**src/rtl/sertx_pkg.sv**
```systemverilog
package sertx_pkg;
  localparam int STATE_W = 3;
  localparam int CTL_W   = 5;

  typedef enum logic [STATE_W-1:0] {
    ST_IDLE = 3'd0,
    ST_WAIT = 3'd1,
    ST_SEND = 3'd2,
    ST_WAKE = 3'd3,
    ST_CLK  = 3'd5
  } tx_state_e;

  // decoded controls, all active high after polarity fix-up
  typedef struct packed {
    logic clr;
    logic wr;
    logic start;
    logic last;
    logic rdy;
  } tx_ctl_t;
endpackage

```
**src/rtl/sertx_in_decode.sv**
```systemverilog
module sertx_in_decode
  import sertx_pkg::*;
#(
  // one bit per control in tx_ctl_t order (clr, wr, start, last, rdy); 1 = pin is active low
  parameter logic [CTL_W-1:0] LOW_MASK = 5'b11101
) (
  input  logic    clr_pin,
  input  logic    wr_pin,
  input  logic    start_pin,
  input  logic    last_pin,
  input  logic    rdy_pin,
  output tx_ctl_t ctl
);
  logic [CTL_W-1:0] raw;
  assign raw = {clr_pin, wr_pin, start_pin, last_pin, rdy_pin};
  assign ctl = tx_ctl_t'(raw ^ LOW_MASK);
endmodule

```
**src/rtl/sertx_next.sv**
```systemverilog
module sertx_next
  import sertx_pkg::*;
(
  input  logic [STATE_W-1:0] cur,
  input  tx_ctl_t            ctl,
  output logic [STATE_W-1:0] nxt
);
  logic [STATE_W-1:0] flow;

  always_comb begin
    flow = cur;
    case (cur)
      ST_IDLE: begin
        if (ctl.start)   flow = ST_WAKE;
        else if (ctl.wr) flow = ST_WAIT;
      end
      ST_WAIT: begin
        if (ctl.rdy && !ctl.wr) flow = ST_SEND;
      end
      ST_SEND: begin
        if (!ctl.rdy) flow = ctl.last ? ST_WAKE : ST_CLK;
      end
      ST_CLK:  flow = ST_WAIT;
      ST_WAKE: flow = ST_WAKE;
      default: flow = ST_IDLE;
    endcase
  end

  assign nxt = ctl.clr ? ST_IDLE : flow;
endmodule

```
**src/rtl/sertx_state_reg.sv**
```systemverilog
module sertx_state_reg
  import sertx_pkg::*;
(
  input  logic               clk,
  input  logic               rst,
  input  logic [STATE_W-1:0] nxt,
  output logic [STATE_W-1:0] cur,
  output logic               valid_q
);
  always_ff @(posedge clk) begin
    if (rst) begin
      cur     <= ST_IDLE;
      valid_q <= 1'b0;
    end else begin
      cur     <= nxt;
      valid_q <= (nxt == ST_SEND);
    end
  end

  // reset lands in idle with the strobe low
  a_r1_reset_idle: assert property (@(posedge clk) rst |=> (cur == ST_IDLE && !valid_q));
endmodule

```
**src/rtl/sertx_handshake.sv**
```systemverilog
module sertx_handshake
  import sertx_pkg::*;
(
  input  logic         clk,
  input  logic         rst,
  input  logic         clr_n,
  input  logic         wr_n,
  input  logic         start_n,
  input  logic         cnt15,
  input  logic         rdy_n,
  output logic         bit_valid,
  output logic [2:0]   state
);
  tx_ctl_t            ctl;
  logic [STATE_W-1:0] cur;
  logic [STATE_W-1:0] nxt;

  sertx_in_decode u_dec (
    .clr_pin   (clr_n),
    .wr_pin    (wr_n),
    .start_pin (start_n),
    .last_pin  (cnt15),
    .rdy_pin   (rdy_n),
    .ctl       (ctl)
  );

  sertx_next u_next (
    .cur (cur),
    .ctl (ctl),
    .nxt (nxt)
  );

  sertx_state_reg u_reg (
    .clk     (clk),
    .rst     (rst),
    .nxt     (nxt),
    .cur     (cur),
    .valid_q (bit_valid)
  );

  assign state = cur;

  // clear wins over everything
  a_r8_clear_to_idle: assert property (@(posedge clk) disable iff (rst)
    !clr_n |=> state == 3'd0);
  // start outranks write in idle
  a_r3_start_jump: assert property (@(posedge clk) disable iff (rst)
    (state == 3'd0 && clr_n && !start_n) |=> state == 3'd3);
  // a lingering write keeps the block waiting
  a_r4_wait_hold: assert property (@(posedge clk) disable iff (rst)
    (state == 3'd1 && clr_n && !wr_n) |=> state == 3'd1);
  // send holds while the line keeps ready asserted
  a_r5_send_hold: assert property (@(posedge clk) disable iff (rst)
    (state == 3'd2 && clr_n && !rdy_n) |=> (state == 3'd2 && bit_valid));
  // clock lasts one cycle
  a_r6_clock_once: assert property (@(posedge clk) disable iff (rst)
    (state == 3'd5 && clr_n) |=> state == 3'd1);
  // wakeup sticks until clear
  a_r7_wake_sticky: assert property (@(posedge clk) disable iff (rst)
    (state == 3'd3 && clr_n) |=> state == 3'd3);
  // strobe follows the send state
  a_r9_valid_send: assert property (@(posedge clk) disable iff (rst)
    (state == 3'd1 && clr_n && wr_n && !rdy_n) |=> bit_valid);
  // only the five codes are visible
  a_r2_legal_code: assert property (@(posedge clk) disable iff (rst)
    state != 3'd4 && state != 3'd6 && state != 3'd7);
endmodule

```
**config.mk**
```make
export PLATFORM = sky130hd
export DESIGN_NAME = sertx_handshake
export DESIGN_NICKNAME = d
export VERILOG_FILES = /design/src/rtl/sertx_pkg.sv /design/src/rtl/sertx_in_decode.sv /design/src/rtl/sertx_next.sv /design/src/rtl/sertx_state_reg.sv /design/src/rtl/sertx_handshake.sv
export SDC_FILE = /design/constraint.sdc
export NUM_CORES = 1
export LEC_CHECK = 0
export ABC_AREA = 1
export BUFFER_PORTS_ARGS = -buffer_cell sky130_fd_sc_hd__buf_2
export CORE_AREA = 3 3 40 42
export CTS_BUF_LIST = sky130_fd_sc_hd__clkbuf_16
export CTS_CLUSTER_SIZE = 40
export DETAILED_ROUTE_END_ITERATION = 8
export DIE_AREA = 0 0 43 45
export PLACE_DENSITY = 0.45
export SYNTH_ARGS = -nofsm -noshare
export SYNTH_HDL_FRONTEND = slang
export SYNTH_SLANG_ARGS = --single-unit
```
**constraint.sdc**
```tcl
create_clock -name clk -period 1.1 [get_ports clk]
set_input_delay 0.11 -clock clk [delete_from_list [all_inputs] [get_ports clk]]
set_output_delay 0.11 -clock clk [all_outputs]
set_load 0.02 [all_outputs]
```
==> results of run 1 <==
==> area by class of cell <==
| cell class | instances | area (µm²) |
|---|---|---|
| Timing Repair Buffer | 10 | 50.0 |
| Sequential cell | 4 | 82.6 |
| Inverter | 7 | 26.3 |
| Fill cell | 141 | 898 |
| Tap cell | 15 | 18.8 |
| Clock buffer | 3 | 75.1 |
| Multi-Input combinational cell | 27 | 134 |
==> cell families (layout without fill, tap and decap cells) <==
group | count (synthesis) | in the layout | share of synthesized area, %
and+or+nand+nor | 22 | 22 | 39.1
AOI/OAI and AO/OA | 5 | 5 | 16.7
buffers and inverters | 7 | 20 | 10.9
DFF | 4 | 4 | 33.3
==> registers in the layout, summed over array words and instances, names as in the netlist <==
name,flops
u_reg.valid_q,1
u_reg.cur,3
==> cells in the final DEF (no fill, tap or decap), drive strengths merged <==
cell,instances
nor4,1
nor3,1
nor2,4
clkbuf,3
inv,7
dfxtp,4
nand2,14
a21oi,2
buf,10
nand3,2
o21ai,3
==> how the worst max path moves through the flow <==
| stage | endpoint | cells after the start |
|---|---|---|
| 3_3_place_gp | u_reg.cur[0] | 7 |
| 2_1_floorplan | u_reg.cur[0] | 7 |
| 4_1_cts | u_reg.cur[0] | 7 |
| 5_1_grt | u_reg.cur[1] | 5 |
| 3_5_place_dp | u_reg.cur[0] | 7 |
| 6_report | state[2] | 1 |
==> per-layer routing <==
metal  up-vias  share of wire (%)  wire, µm  track usage [%]
met4         0                  0         0             3.61
met5         -                  0         0                0
met1       108                 54       303             9.11
li1        145                  -         -                -
met2         5                 43       239             8.68
met3         0                3.0        17             2.39
==> per-stage QoR <==
stage	instance area (µm²)	hold WS (ps)	setup WS (ps)	std cells
3_5_place_dp	309	290	64.1	63
2_1_floorplan	240	177	67.9	38
3_3_place_gp	309	294	49.9	63
4_1_cts	384	57.8	57.7	66
5_1_grt	387	71.7	28.8	66
6_report	387	62.3	110	66
==> where the power goes <==
part / leakage [nW] / internal, mW / switching (mW)
registers: 0.0334 / 0.154 / 0.0113
logic: 0.136 / 0.0311 / 0.0463
clock network: 0.0370 / 0.465 / 0.102
total: 0.206 / 0.650 / 0.160
==> what timing repair did <==
item,in CTS,in global routing
gates resized for setup,0,2
hold endpoints to repair,0,0
setup endpoints to repair,0,3
==> impl_metrics.xml, run 1 <==
<?xml version="1.0" encoding="UTF-8"?>
<metrics>
  <group name="outcome">
    <metric name="outcome" unit="">finished, final reports clean</metric>
  </group>
  <group name="die">
    <metric name="die_width" unit="µm">43</metric>
    <metric name="std_cell_rows" unit="">13</metric>
    <metric name="die_area" unit="mm²">0.00194</metric>
    <metric name="start_util" unit="%">18.7</metric>
    <metric name="die_span_in_y" unit="µm">45</metric>
    <metric name="core_footprint" unit="mm²">0.00128</metric>
    <metric name="floorplan.io_pins" unit="">11</metric>
  </group>
  <group name="setup_path">
    <metric name="timing.critical_path.to_type" unit="">primary output</metric>
    <metric name="ff2ff_path_depth" unit="">7</metric>
    <metric name="cpMaxStageDelayCell" unit="">dfxtp_1</metric>
    <metric name="timing.critical_path.fanout_max" unit="">5</metric>
    <metric name="cp_data_arrival_time" unit="ps">880</metric>
    <metric name="critPathMaxStageDelay" unit="ps">440</metric>
    <metric name="worst_setup_path_start_kind" unit="">register</metric>
    <metric name="worst_r2r_end" unit="">u_reg.cur[0]</metric>
    <metric name="worst-path-buf-inv" unit="">1</metric>
    <metric name="worst-setup-path-type" unit="">reg -&gt; out</metric>
    <metric name="rrSetupSlack" unit="ps">150</metric>
    <metric name="cpLargestDelayFamily" unit="">flip-flops</metric>
    <metric name="cp-startpoint" unit="">u_reg.cur[2]</metric>
    <metric name="crit_chain" unit="">buf_2</metric>
    <metric name="required" unit="ps">990</metric>
    <metric name="timing.rr.start" unit="">u_reg.cur[2]</metric>
  </group>
  <group name="timing">
    <metric name="post-route-min-period" unit="ps">990</metric>
    <metric name="hold_viol" unit="">0</metric>
    <metric name="clock.fmax" unit="MHz">1010</metric>
    <metric name="layout_worst_path_cycle_share" unit="%">90.0</metric>
    <metric name="tightest_slew" unit="ps">243</metric>
    <metric name="fin_tns_setup" unit="ps">0</metric>
    <metric name="clock_skew" unit="ps">0.408</metric>
    <metric name="grt_setup_unrepaired" unit="">no</metric>
    <metric name="finalSetupViolCount" unit="">0</metric>
    <metric name="relSlewSlack" unit="%">83.8</metric>
    <metric name="final_max_slew_viol_count" unit="">0</metric>
  </group>
  <group name="global_routing">
    <metric name="antenna_found_initial" unit="">0</metric>
    <metric name="grt_util_all_layers" unit="%">6.57</metric>
    <metric name="first_global_vias" unit="">229</metric>
    <metric name="global_route.overflow_total" unit="">0</metric>
    <metric name="grt_pass1_wl" unit="µm">917</metric>
    <metric name="pin_count_of_the_biggest_net_entering_global_routing" unit="">9</metric>
  </group>
  <group name="synthesis">
    <metric name="synth.yosys.warnings" unit="">0</metric>
    <metric name="synth.largest_area_cell" unit="">dfxtp_1</metric>
    <metric name="post_synth_num_cell_types" unit="">13</metric>
    <metric name="synth_most_common_cell" unit="">nand2_1</metric>
    <metric name="ys_async_sr_fraction" unit="%">0</metric>
    <metric name="synth_largest_type_area_fraction" unit="%">33.3</metric>
    <metric name="syn-cell-area" unit="µm²">240</metric>
    <metric name="synth_area_per_cell" unit="µm²">6.32</metric>
    <metric name="yosysSeqAreaShare" unit="%">33.3</metric>
    <metric name="synthCells" unit="">38</metric>
    <metric name="syn-num-nets" unit="">45</metric>
    <metric name="synth_edf_count" unit="">0</metric>
    <metric name="post_synth_main_area_contributors" unit="">dfxtp_1 33%, nand2_1 22%, inv_1 9.4%</metric>
    <metric name="number_of_synthesized_register_bits" unit="">4</metric>
    <metric name="yosys-top-cells-count" unit="">14 x nand2_1, 6 x inv_1, 4 x dfxtp_1</metric>
    <metric name="synth_flop_cell" unit="">dfxtp_1</metric>
  </group>
  <group name="pwr">
    <metric name="leakage" unit="nW">0.206</metric>
    <metric name="post-layout-total-power" unit="mW">0.810</metric>
    <metric name="power.ir.vdd_worst" unit="V">0.000641</metric>
    <metric name="powerDensity" unit="mW/mm²">2090</metric>
  </group>
  <group name="final_layout">
    <metric name="nNetsFinal" unit="">60</metric>
    <metric name="postLayoutCoreUtil" unit="%">30.1</metric>
    <metric name="area_growth" unit="%">60.9</metric>
    <metric name="num_antenna_cells" unit="">0</metric>
    <metric name="drive_above_1_share" unit="%">39.2</metric>
  </group>
  <group name="worst_hold_path">
    <metric name="hold_class" unit="">in -&gt; reg</metric>
    <metric name="hold_depth" unit="">2</metric>
    <metric name="min_delay_worst_endpoint" unit="">u_reg.cur[2]</metric>
    <metric name="hp-start" unit="">cnt15</metric>
  </group>
  <group name="routing">
    <metric name="drtIter0Drc" unit="">6</metric>
    <metric name="post-route-drc-count" unit="">0</metric>
    <metric name="vias" unit="">258</metric>
    <metric name="detail_route.wirelength" unit="µm">560</metric>
    <metric name="detail_route.first_pass.iterations" unit="">4</metric>
    <metric name="antenna_left" unit="">0</metric>
    <metric name="vias_per_cell" unit="">3.91</metric>
    <metric name="wire_per_inst" unit="µm">8.48</metric>
  </group>
  <group name="clock_network">
    <metric name="cts_tree" unit="">built</metric>
    <metric name="numClockSinks" unit="">4</metric>
    <metric name="root_buffer" unit="">clkbuf_16</metric>
    <metric name="number_of_buffers_created_by_cts" unit="">3</metric>
    <metric name="postCtsSetupRepairBufs" unit="">0</metric>
    <metric name="cts_hold_repair.buffers" unit="">0</metric>
    <metric name="clkTransAtPathRegs" unit="ps">30</metric>
    <metric name="worstSkewPairLatency" unit="ps">220</metric>
    <metric name="cts_buffer_depth" unit="">2</metric>
    <metric name="cts_max_level" unit="">1</metric>
  </group>
  <group name="run">
    <metric name="drv.max_cap_violation_count" unit="">0</metric>
  </group>
  <group name="placed_design">
    <metric name="place.gp.congestion" unit="">0.706</metric>
    <metric name="portBuffers" unit="">10</metric>
  </group>
</metrics>
Note: power is estimated with default switching activity, not from simulation.
==> run 2, diff against run 1 <==
--- a/config.mk
+++ b/config.mk
@@ -7,12 +7,14 @@
 export LEC_CHECK = 0
 export ABC_AREA = 1
 export BUFFER_PORTS_ARGS = -buffer_cell sky130_fd_sc_hd__buf_2
+export CELL_PAD_IN_SITES_DETAIL_PLACEMENT = 1
+export CELL_PAD_IN_SITES_GLOBAL_PLACEMENT = 2
 export CORE_AREA = 3 3 40 42
 export CTS_BUF_LIST = sky130_fd_sc_hd__clkbuf_16
 export CTS_CLUSTER_SIZE = 40
 export DETAILED_ROUTE_END_ITERATION = 8
 export DIE_AREA = 0 0 43 45
-export PLACE_DENSITY = 0.45
+export PLACE_DENSITY = 0.72
 export SYNTH_ARGS = -nofsm -noshare
 export SYNTH_HDL_FRONTEND = slang
 export SYNTH_SLANG_ARGS = --single-unit
==> impl_metrics.xml, run 2 (same netlist as run 1, synthesis figures left out) <==
<?xml version="1.0" encoding="UTF-8"?>
<metrics>
  <group name="outcome">
    <metric name="outcome" unit="">finished, final reports clean</metric>
  </group>
  <group name="setup_path">
    <metric name="crit_chain" unit="">buf_2</metric>
    <metric name="required" unit="ps">990</metric>
    <metric name="cp-startpoint" unit="">u_reg.cur[2]</metric>
    <metric name="cpMaxStageDelayCell" unit="">dfxtp_1</metric>
    <metric name="worst-path-buf-inv" unit="">1</metric>
    <metric name="ff2ff_path_depth" unit="">7</metric>
    <metric name="timing.rr.start" unit="">u_reg.cur[2]</metric>
    <metric name="cpLargestDelayFamily" unit="">flip-flops</metric>
    <metric name="critPathMaxStageDelay" unit="ps">450</metric>
    <metric name="worst_setup_path_start_kind" unit="">register</metric>
    <metric name="timing.critical_path.to_type" unit="">primary output</metric>
    <metric name="cp_data_arrival_time" unit="ps">880</metric>
    <metric name="timing.critical_path.fanout_max" unit="">5</metric>
    <metric name="cp_num_cells" unit="">1</metric>
    <metric name="worst-setup-path-type" unit="">reg -&gt; out</metric>
  </group>
  <group name="placed_design">
    <metric name="place.gp.congestion" unit="">0.648</metric>
    <metric name="portBuffers" unit="">10</metric>
    <metric name="hpwlAfterDp" unit="µm">514</metric>
  </group>
  <group name="routing">
    <metric name="drtIter0Drc" unit="">2</metric>
    <metric name="wire_per_inst" unit="µm">10.7</metric>
    <metric name="detail_route.wirelength" unit="µm">706</metric>
    <metric name="vias" unit="">260</metric>
    <metric name="post-route-drc-count" unit="">0</metric>
    <metric name="detail_route.first_pass.iterations" unit="">2</metric>
    <metric name="vias_per_cell" unit="">3.94</metric>
    <metric name="antenna_left" unit="">0</metric>
  </group>
  <group name="global_routing">
    <metric name="grt_util_all_layers" unit="%">8.31</metric>
    <metric name="grt_pass1_wl" unit="µm">1120</metric>
    <metric name="first_global_vias" unit="">250</metric>
    <metric name="antenna_found_initial" unit="">0</metric>
    <metric name="global_route.overflow_total" unit="">0</metric>
    <metric name="pin_count_of_the_biggest_net_entering_global_routing" unit="">9</metric>
  </group>
  <group name="worst_hold_path">
    <metric name="hp-start" unit="">rst</metric>
    <metric name="hold_class" unit="">in -&gt; reg</metric>
    <metric name="hold_depth" unit="">2</metric>
  </group>
  <group name="timing">
    <metric name="tightest_slew" unit="ps">252</metric>
    <metric name="clock.fmax" unit="MHz">1010</metric>
    <metric name="hold-worst-slack" unit="ps">69.8</metric>
    <metric name="post-route-min-period" unit="ps">994</metric>
    <metric name="layout_worst_path_cycle_share" unit="%">90.4</metric>
    <metric name="fin_tns_setup" unit="ps">0</metric>
    <metric name="hold_viol" unit="">0</metric>
    <metric name="final_max_slew_viol_count" unit="">0</metric>
    <metric name="grt_setup_unrepaired" unit="">no</metric>
    <metric name="clock_skew" unit="ps">5.28</metric>
    <metric name="finalSetupViolCount" unit="">0</metric>
    <metric name="relSlewSlack" unit="%">83.2</metric>
  </group>
  <group name="clock_network">
    <metric name="number_of_buffers_created_by_cts" unit="">3</metric>
    <metric name="worstSkewPairLatency" unit="ps">230</metric>
    <metric name="cts-resized-gates" unit="">0</metric>
    <metric name="cts_buffer_depth" unit="">2</metric>
    <metric name="root_buffer" unit="">clkbuf_16</metric>
    <metric name="numClockSinks" unit="">4</metric>
    <metric name="postCtsSetupRepairBufs" unit="">0</metric>
    <metric name="clkTransAtPathRegs" unit="ps">30</metric>
    <metric name="cts_tree" unit="">built</metric>
    <metric name="cts_max_level" unit="">1</metric>
    <metric name="cts_hold_repair.buffers" unit="">0</metric>
  </group>
  <group name="final_layout">
    <metric name="nNetsFinal" unit="">60</metric>
    <metric name="top_library_cells_by_usage_in_the_layout_fill_and_taps_aside" unit="">14 x nand2_1, 10 x buf_2, 6 x inv_1</metric>
    <metric name="area_growth" unit="%">62.5</metric>
    <metric name="final-seq-area" unit="µm²">82.6</metric>
    <metric name="drive_above_1_share" unit="%">41.2</metric>
    <metric name="biggestRegsByFlops" unit="">u_reg.cur (3), u_reg.valid_q (1)</metric>
    <metric name="final_common_cell" unit="">nand2_1</metric>
    <metric name="multiInputGateArea" unit="µm²">138</metric>
    <metric name="layout.filler_cells" unit="">171</metric>
    <metric name="postLayoutCoreUtil" unit="%">30.4</metric>
    <metric name="largest_register_ff_count" unit="">3</metric>
    <metric name="num_antenna_cells" unit="">0</metric>
    <metric name="regMostFlops" unit="">u_reg.cur</metric>
  </group>
  <group name="pwr">
    <metric name="comb_power_share" unit="%">10.1</metric>
    <metric name="leakage" unit="nW">0.207</metric>
    <metric name="power.net_switching" unit="mW">0.164</metric>
    <metric name="share_clk_of_total_power" unit="%">69.6</metric>
    <metric name="powerDensity" unit="mW/mm²">2090</metric>
    <metric name="post-layout-total-power" unit="mW">0.815</metric>
    <metric name="p_seq_share" unit="%">20.3</metric>
    <metric name="power_report.internal_total" unit="mW">0.651</metric>
    <metric name="switching_share" unit="%">20.2</metric>
    <metric name="power.ir.vdd_worst" unit="V">0.00105</metric>
  </group>
  <group name="die">
    <metric name="core_footprint" unit="mm²">0.00128</metric>
    <metric name="die_area" unit="mm²">0.00194</metric>
    <metric name="die_width" unit="µm">43</metric>
    <metric name="floorplan.io_pins" unit="">11</metric>
    <metric name="std_cell_rows" unit="">13</metric>
    <metric name="start_util" unit="%">18.7</metric>
    <metric name="die_span_in_y" unit="µm">45</metric>
  </group>
  <group name="run">
    <metric name="drv.max_cap_violation_count" unit="">0</metric>
  </group>
</metrics>
## run 2: cell counts in the layout (fill, tap and decap cells not counted)
No cell type changed its count.
## run 2: cell type report
| class | count | share of cell area (%) |
|---|---|---|
| multi-input cells | 27 | 35.3 |
| repair buffers | 10 | 12.8 |
| flip-flops and latches | 4 | 21.2 |
| clock buffers | 3 | 19.2 |
| well taps | 15 | 4.81 |
| inverters | 7 | 6.73 |
## run 2: worst paths after layout
kind / endpoint / slack [ps]
setup / recovery: state[2] / 110
setup reg to reg: u_reg.cur[0] / 130
hold reg to reg: u_reg.cur[2] / 530
hold / removal: u_reg.cur[0] / 70
## run 2: power by group through the flow
stage	Clock, mW	Combinational [mW]	Sequential, mW
after detailed placement	0	0.0807	0.166
after global placement	0	0.0803	0.167
after global routing	0.592	0.0938	0.167
after floorplan	0	0.0429	0.172
final	0.567	0.0824	0.165
after CTS	0.583	0.0816	0.165
## run 2: metal layers
metal | wire length [µm] | vias up | share of wire [%] | track usage (%)
li1 | - | 143 | - | -
met1 | 328 | 105 | 46 | 11.0
met4 | 0 | 0 | 0 | 1.81
met3 | 71 | 0 | 10 | 5.18
met5 | 0 | - | 0 | 0
met2 | 306 | 12 | 43 | 11.4
## run 2: through the flow
step	worst slack [ps]	instance area, µm²	cells
after floorplan	67.9	240	38
after global placement	39.7	309	63
after detailed placement	59.7	309	63
after CTS	52.0	384	66
after global routing	42.5	390	66
final	106	390	66
